<file path="config.mk">
export PLATFORM = sky130hd
export DESIGN_NAME = xonoff_flow_ctrl
export DESIGN_NICKNAME = d
export VERILOG_FILES = /design/src/rtl/xfc_pkg.sv /design/src/rtl/xfc_cfg_regs.sv /design/src/rtl/xfc_char_match.sv /design/src/rtl/xfc_flow_track.sv /design/src/rtl/xonoff_flow_ctrl.sv
export SDC_FILE = /design/constraint.sdc
export NUM_CORES = 1
export LEC_CHECK = 0
export BUFFER_PORTS_ARGS = -buffer_cell sky130_fd_sc_hd__clkbuf_2
export CORE_AREA = 2 2 60 62
export DETAILED_ROUTE_END_ITERATION = 16
export DIE_AREA = 0 0 62 64
export PLACE_DENSITY = 0.84
export SYNTH_ARGS = -nofsm -noshare
export SYNTH_HDL_FRONTEND = slang
export SYNTH_SLANG_ARGS = --single-unit
</file>
<file path="constraint.sdc">
create_clock -name clk -period 1.25 [get_ports clk]
set_input_delay 0.0625 -clock clk [delete_from_list [all_inputs] [get_ports clk]]
set_output_delay 0.0625 -clock clk [all_outputs]
set_load 0.05 [all_outputs]
</file>
<file path="src/rtl/xfc_pkg.sv">
package xfc_pkg;
   localparam int unsigned XFC_NUM_REGS = 4;
   typedef enum logic [1:0] {
      SEL_RESUME_CODE = 2'd0,
      SEL_PAUSE_CODE  = 2'd1,
      SEL_RESUME_MASK = 2'd2,
      SEL_PAUSE_MASK  = 2'd3
   } xfc_sel_e;
   localparam int unsigned CODE_RESUME = 0;
   localparam int unsigned CODE_PAUSE  = 1;
endpackage

</file>
<file path="src/rtl/xfc_cfg_regs.sv">
module xfc_cfg_regs #(
   parameter int unsigned DATA_W       = 8,
   parameter logic [7:0]  RESUME_RESET = 8'h11,
   parameter logic [7:0]  PAUSE_RESET  = 8'h13
) (
   input  logic              clk,
   input  logic              rst_n,
   input  logic              cfg_we,
   input  logic [1:0]        cfg_sel,
   input  logic [DATA_W-1:0] cfg_wdata,
   output logic [DATA_W-1:0] code_q [2],
   output logic [DATA_W-1:0] mask_q [2]
);
   import xfc_pkg::*;

   localparam logic [DATA_W-1:0] RST_RESUME = DATA_W'(RESUME_RESET);
   localparam logic [DATA_W-1:0] RST_PAUSE  = DATA_W'(PAUSE_RESET);

   for (genvar r = 0; r < 2; r++) begin : g_code
      localparam logic [DATA_W-1:0] RVAL = (r == CODE_RESUME) ? RST_RESUME : RST_PAUSE;
      localparam logic [1:0] CSEL = 2'(r);
      localparam logic [1:0] MSEL = 2'(r + 2);
      always_ff @(posedge clk or negedge rst_n) begin
         if (!rst_n) begin
            code_q[r] <= RVAL;
            mask_q[r] <= '0;
         end else if (cfg_we) begin
            if (cfg_sel == CSEL) code_q[r] <= cfg_wdata;
            if (cfg_sel == MSEL) mask_q[r] <= cfg_wdata;
         end
      end
   end
endmodule

</file>
<file path="src/rtl/xfc_char_match.sv">
module xfc_char_match #(
   parameter int unsigned DATA_W  = 8,
   parameter int unsigned LEN_W   = 2,
   parameter int unsigned MIN_LEN = 5
) (
   input  logic [DATA_W-1:0] rx_data,
   input  logic [DATA_W-1:0] code,
   input  logic [DATA_W-1:0] mask,
   input  logic [LEN_W-1:0]  char_len,
   output logic              hit
);
   logic [DATA_W-1:0] len_bits;
   logic [DATA_W-1:0] care;

   always_comb begin
      int unsigned width;
      width = MIN_LEN + int'(char_len);
      for (int unsigned i = 0; i < DATA_W; i++) begin
         len_bits[i] = (i < width);
      end
   end

   assign care = len_bits & ~mask;
   assign hit  = ((rx_data ^ code) & care) == '0;
endmodule

</file>
<file path="src/rtl/xfc_flow_track.sv">
module xfc_flow_track #(
   parameter bit GATE_AT_BOUNDARY = 1'b1
) (
   input  logic clk,
   input  logic rst_n,
   input  logic rx_valid,
   input  logic resume_match,
   input  logic pause_match,
   input  logic tx_boundary,
   output logic flow_state,
   output logic tx_enable,
   output logic xon_hit,
   output logic xoff_hit
);
   logic pause_ev;
   logic resume_ev;

   assign pause_ev  = rx_valid & pause_match;
   assign resume_ev = rx_valid & resume_match & ~pause_match;

   always_ff @(posedge clk or negedge rst_n) begin
      if (!rst_n) begin
         flow_state <= 1'b1;
         xon_hit    <= 1'b0;
         xoff_hit   <= 1'b0;
      end else begin
         xoff_hit <= pause_ev;
         xon_hit  <= resume_ev;
         if (pause_ev)       flow_state <= 1'b0;
         else if (resume_ev) flow_state <= 1'b1;
      end
   end

   if (GATE_AT_BOUNDARY) begin : g_gated
      always_ff @(posedge clk or negedge rst_n) begin
         if (!rst_n)           tx_enable <= 1'b1;
         else if (tx_boundary) tx_enable <= flow_state;
      end
   end else begin : g_direct
      logic unused_boundary;
      assign unused_boundary = tx_boundary;
      assign tx_enable = flow_state;
   end
endmodule

</file>
<file path="src/rtl/xonoff_flow_ctrl.sv">
module xonoff_flow_ctrl #(
   parameter int unsigned DATA_W           = 8,
   parameter int unsigned LEN_W            = 2,
   parameter int unsigned MIN_LEN          = 5,
   parameter logic [7:0]  RESUME_RESET     = 8'h11,
   parameter logic [7:0]  PAUSE_RESET      = 8'h13,
   parameter bit          GATE_AT_BOUNDARY = 1'b1
) (
   input  logic              clk,
   input  logic              rst_n,
   input  logic              cfg_we,
   input  logic [1:0]        cfg_sel,
   input  logic [DATA_W-1:0] cfg_wdata,
   input  logic [LEN_W-1:0]  char_len,
   input  logic              rx_valid,
   input  logic [DATA_W-1:0] rx_data,
   input  logic              tx_boundary,
   output logic              flow_state,
   output logic              tx_enable,
   output logic              xon_hit,
   output logic              xoff_hit
);
   import xfc_pkg::*;

   localparam int unsigned MAX_LEN = MIN_LEN + (1 << LEN_W) - 1;

   if (MIN_LEN < 1 || MIN_LEN > DATA_W) begin : g_bad_min
      $error("MIN_LEN must lie in 1..DATA_W");
   end
   if (MAX_LEN < DATA_W) begin : g_bad_range
      $error("char_len range cannot reach DATA_W");
   end
   if (DATA_W > 8) begin : g_bad_width
      $error("reset codes are 8 bits wide");
   end

   logic [DATA_W-1:0] code_q [2];
   logic [DATA_W-1:0] mask_q [2];
   logic [1:0]        match;

   xfc_cfg_regs #(
      .DATA_W(DATA_W), .RESUME_RESET(RESUME_RESET), .PAUSE_RESET(PAUSE_RESET)
   ) u_regs (
      .clk(clk), .rst_n(rst_n), .cfg_we(cfg_we), .cfg_sel(cfg_sel),
      .cfg_wdata(cfg_wdata), .code_q(code_q), .mask_q(mask_q)
   );

   for (genvar c = 0; c < 2; c++) begin : g_match
      xfc_char_match #(
         .DATA_W(DATA_W), .LEN_W(LEN_W), .MIN_LEN(MIN_LEN)
      ) u_cmp (
         .rx_data(rx_data), .code(code_q[c]), .mask(mask_q[c]),
         .char_len(char_len), .hit(match[c])
      );
   end

   xfc_flow_track #(.GATE_AT_BOUNDARY(GATE_AT_BOUNDARY)) u_flow (
      .clk(clk), .rst_n(rst_n), .rx_valid(rx_valid),
      .resume_match(match[CODE_RESUME]), .pause_match(match[CODE_PAUSE]),
      .tx_boundary(tx_boundary), .flow_state(flow_state),
      .tx_enable(tx_enable), .xon_hit(xon_hit), .xoff_hit(xoff_hit)
   );
endmodule

</file>
==> reports/results.tsv <==
stage	metric	value	unit
worst_hold_path	Hold Crit Class	in2reg	
clock_tree	Max clock buf depth	2	
timing	final setup fails	3	
global_route	initial antenna violation count	0	
critical_path	crit-path max cell delay	0.56	ns
synthesis	flops & latches, synth	36	
cells_and_area	fin util	61.10	%
critical_path	Slowest-stage cell, CP	dfstp_2	
run_status	violations in the final reports	negative setup slack	
timing	Setup TNS Final	-0.2849	ns
floorplan	starting density of the core	48.42	%
timing	worst slew pin tran	0.4309	ns
cells_and_area	area occupied by multi-input gates	703.2	um^2
floorplan	Std-Cell Rows	21	
critical_path	CP arrival	1.64	ns
critical_path	Crit path required time	1.52	ns
cells_and_area	Area growth syn-to-layout	26.20	%
cells_and_area	nets@finish	179	
cells_and_area	final instance area	2007	um^2
timing	Period minus WS final	1.370	ns
drt	Pre-antenna DRT Iters	4	
synthesis	top cells by instance count after synthesis	mux2_2, dfrtp_1, xnor2_1	
timing	final worst setup slack	-0.1203	ns
floorplan	core area	3284	um^2
critical_path	startpoint types	flop	
worst_hold_path	Worst Hold End	u_regs.code_q[5]$_DFFE_PN0P_	
floorplan	die area	3968	um^2
timing	RSZ-0062 raised after global routing	yes	
worst_hold_path	hold_sp	cfg_wdata[5]	
synthesis	Post-synth EDFFs	0	
synthesis	Synth Area per Inst	14.46	um^2
clock_tree	clock-pin slew on the worst setup and hold paths	0.10	ns
drt	drt wl/cell	15.35	um
floorplan	Ports	29	
place	RePlAce Congestion	0.7516	
timing	Hold Vio Cnt, Final	0	
timing	FMAX	729.8	MHz
drt	vias	1045	
synthesis	Yosys top cell area share	45.63	%
drt	DRC errors left	0	
power_and_ir_drop	P per Cell Area	1659	nW/um^2
timing	Final Cycle Share	109.6	%
critical_path	cell depth of the worst flop-to-flop path	5	
critical_path	r2r startpoint	u_regs.code_q[1]$_DFFE_PN1P_	
cells_and_area	register area	909.6	um^2
critical_path	crit end category	flop	
critical_path	R2R Setup Slk	-0.12	ns
synthesis	Mapped Area	1590	um^2
clock_tree	Sink Count	36	
global_route	vias in the first global route	1145	
timing	Setup Skew	0.005920	ns
clock_tree	H-tree levels	2	
place	IO buf count	28	
global_route	All-Layer GR Usage	17.75	%
power_and_ir_drop	total power	3328	uW
timing	Slew headroom	71.27	%
cells_and_area	Ant. Diodes	0	
drt	Iter 0 DRT Violations	33	
floorplan	Die Y-Extent	64	um
drt	DR vias/cell	5.199	
synthesis	post-synth cell types	19	
floorplan	Die X	62	um
global_route	global route overflow	0	
critical_path	Setup CP Type	reg2reg	
clock_tree	clk_lat worst skew	0.33	ns
worst_hold_path	hold depth	2	
critical_path	crit path cell chain	xnor2_2 > o22ai_2 > nor4_2 > and2_4 > nor2_2	
run_status	status	finished, violations left	
global_route	largest net degree at the start of global routing	22	
synthesis	yosys warns	0	
synthesis	Syn Inst Count	110	
synthesis	count leader, synth	mux2_2	
global_route	first-pass GRT wire length	5.099	mm
job	Max Cap Viol	0	
critical_path	Crit Path Max Fanout	2	
power_and_ir_drop	leak pwr	0.0008696	uW
power_and_ir_drop	worst vdd ir	499.7	uV
synthesis	sequential-to-total area share from yosys stat	57.20	%
synthesis	biggest area consumer among synthesized cells	dfrtp_1	
synthesis	top cells by area, synth	dfrtp_1, mux2_2, dfstp_2	
cells_and_area	share of cells above drive strength 1	56.77	%
place	post-DP HPWL	2.283	mm
synthesis	ys async rst share	100.0	%
drt	Routed WL	3.085	mm
place	placed instance area	1823	um^2
clock_tree	CTS tree	yes	
critical_path	RR Endpoint	u_flow.flow_state$_DFFE_PN1P_	
clock_tree	CTS Root Buffer Type	clkbuf_4	
drt	Detail Route Antenna Nets	0	
synthesis	Syn Nets	135	
cells_and_area	filler instances	252	
clock_tree	CTS buffer count	5	
timing	max-slew violations	0	
synthesis	main flop type after synthesis	dfrtp_1	
-- worst max-delay path, delay by kind of cell, from the launching register on --
| kind | cells | cell delay [ns] |
|---|---|---|
| compound gates | 1 | 0.10 |
| xor+xnor | 1 | 0.12 |
| flops | 1 | 0.56 |
| simple gates | 3 | 0.53 |
-- worst max path at each step --
stage / startpoint / endpoint / cells past startpoint
finish: u_regs.code_q[1]$_DFFE_PN1P_ / u_flow.flow_state$_DFFE_PN1P_ / 5
global route: u_regs.code_q[1]$_DFFE_PN1P_ / u_flow.flow_state$_DFFE_PN1P_ / 5
CTS: u_regs.code_q[1]$_DFFE_PN1P_ / u_flow.flow_state$_DFFE_PN1P_ / 5
detailed placement: u_regs.code_q[0]$_DFFE_PN1P_ / u_flow.flow_state$_DFFE_PN1P_ / 5
global placement: u_regs.code_q[0]$_DFFE_PN1P_ / u_flow.flow_state$_DFFE_PN1P_ / 5
floorplan: u_regs.code_q[1]$_DFFE_PN1P_ / u_flow.flow_state$_DFFE_PN1P_ / 5
-- layer usage --
layer / GRT usage (%) / part of all wire, %
met5: 0 / 0
met4: 7.979 / 2.5
met3: 3.644 / 2.9
met1: 19.84 / 40
met2: 30.99 / 54
-- per-stage QoR --
| step | hold slack, ns | setup WS [ns] | std cells |
|---|---|---|---|
| 2_1_floorplan | -0.2331 | -0.05472 | 110 |
| 3_3_place_gp | 0.01431 | -0.1135 | 187 |
| 3_5_place_dp | 0.01345 | -0.1618 | 187 |
| 4_1_cts | 0.003252 | -0.09162 | 201 |
| 5_1_grt | 0.001791 | -0.1937 | 201 |
| 6_report | 0.007906 | -0.1203 | 201 |
-- power by group --
group	switching, uW	total, uW	internal [uW]
registers	151	1600	1450
logic	421	831	410
clock network	367	898	531
-- logic make-up after synthesis --
group,after synthesis,share of synthesized area [%]
compound gates,9,3.855
xor+xnor,16,8.812
buf+inv,1,0.2358
flops,36,57.20
mux,33,23.37
simple gates,15,6.530
-- cells in the final DEF (no fill, tap or decap) --
cell type / synthesis / routed
xnor2_1: 16 / 15
clkbuf_8: 0 / 2
nor4_2: 0 / 2
buf_4: 0 / 2
inv_1: 1 / 1
bufinv_16: 0 / 1
buf_12: 0 / 1
o21ai_0: 1 / 1
dfrtp_1: 29 / 29
nor2_1: 2 / 2
xnor2_2: 0 / 1
and2_4: 1 / 1
nand2b_1: 1 / 1
o22ai_2: 0 / 1
mux2_2: 33 / 33
clkbuf_2: 0 / 26
dfstp_2: 7 / 7
buf_2: 0 / 1
nand3_1: 1 / 1
dlygate4sd3_1: 0 / 6
nor3b_4: 1 / 1
nor2_2: 1 / 1
nand2_1: 3 / 3
nor3_1: 1 / 1
clkbuf_4: 0 / 6
o22ai_1: 4 / 3
a21oi_1: 1 / 1
nand3b_2: 2 / 2
o32ai_1: 3 / 3
-- sequential cells by signal, indices dropped and copies added, names as in the netlist --
signal,cells
u_flow.xon_hit,1
u_regs.code_q,16
u_regs.mask_q,16
u_flow.tx_enable,1
u_flow.xoff_hit,1
u_flow.flow_state,1
-- final cells by class --
cell class | instances | area share [%]
clock inverters | 1 | 1.496
repair buffers | 37 | 11.85
flip-flops and latches | 36 | 45.32
clock buffers | 7 | 3.242
well taps | 46 | 2.868
inverters | 1 | 0.1870
multi-input cells | 73 | 35.04
-- timing repair --
| item | in CTS | in global routing |
|---|---|---|
| pin swaps | 1 | 8 |
| buffers inserted | 0 | 0 |
| gates resized for setup | 2 | 5 |
| hold buffers | 6 | 0 |
| endpoints found under the hold margin | 42 | 0 |
| endpoints found under the setup margin | 3 | 5 |
Power figures use the tool's default switching activity.
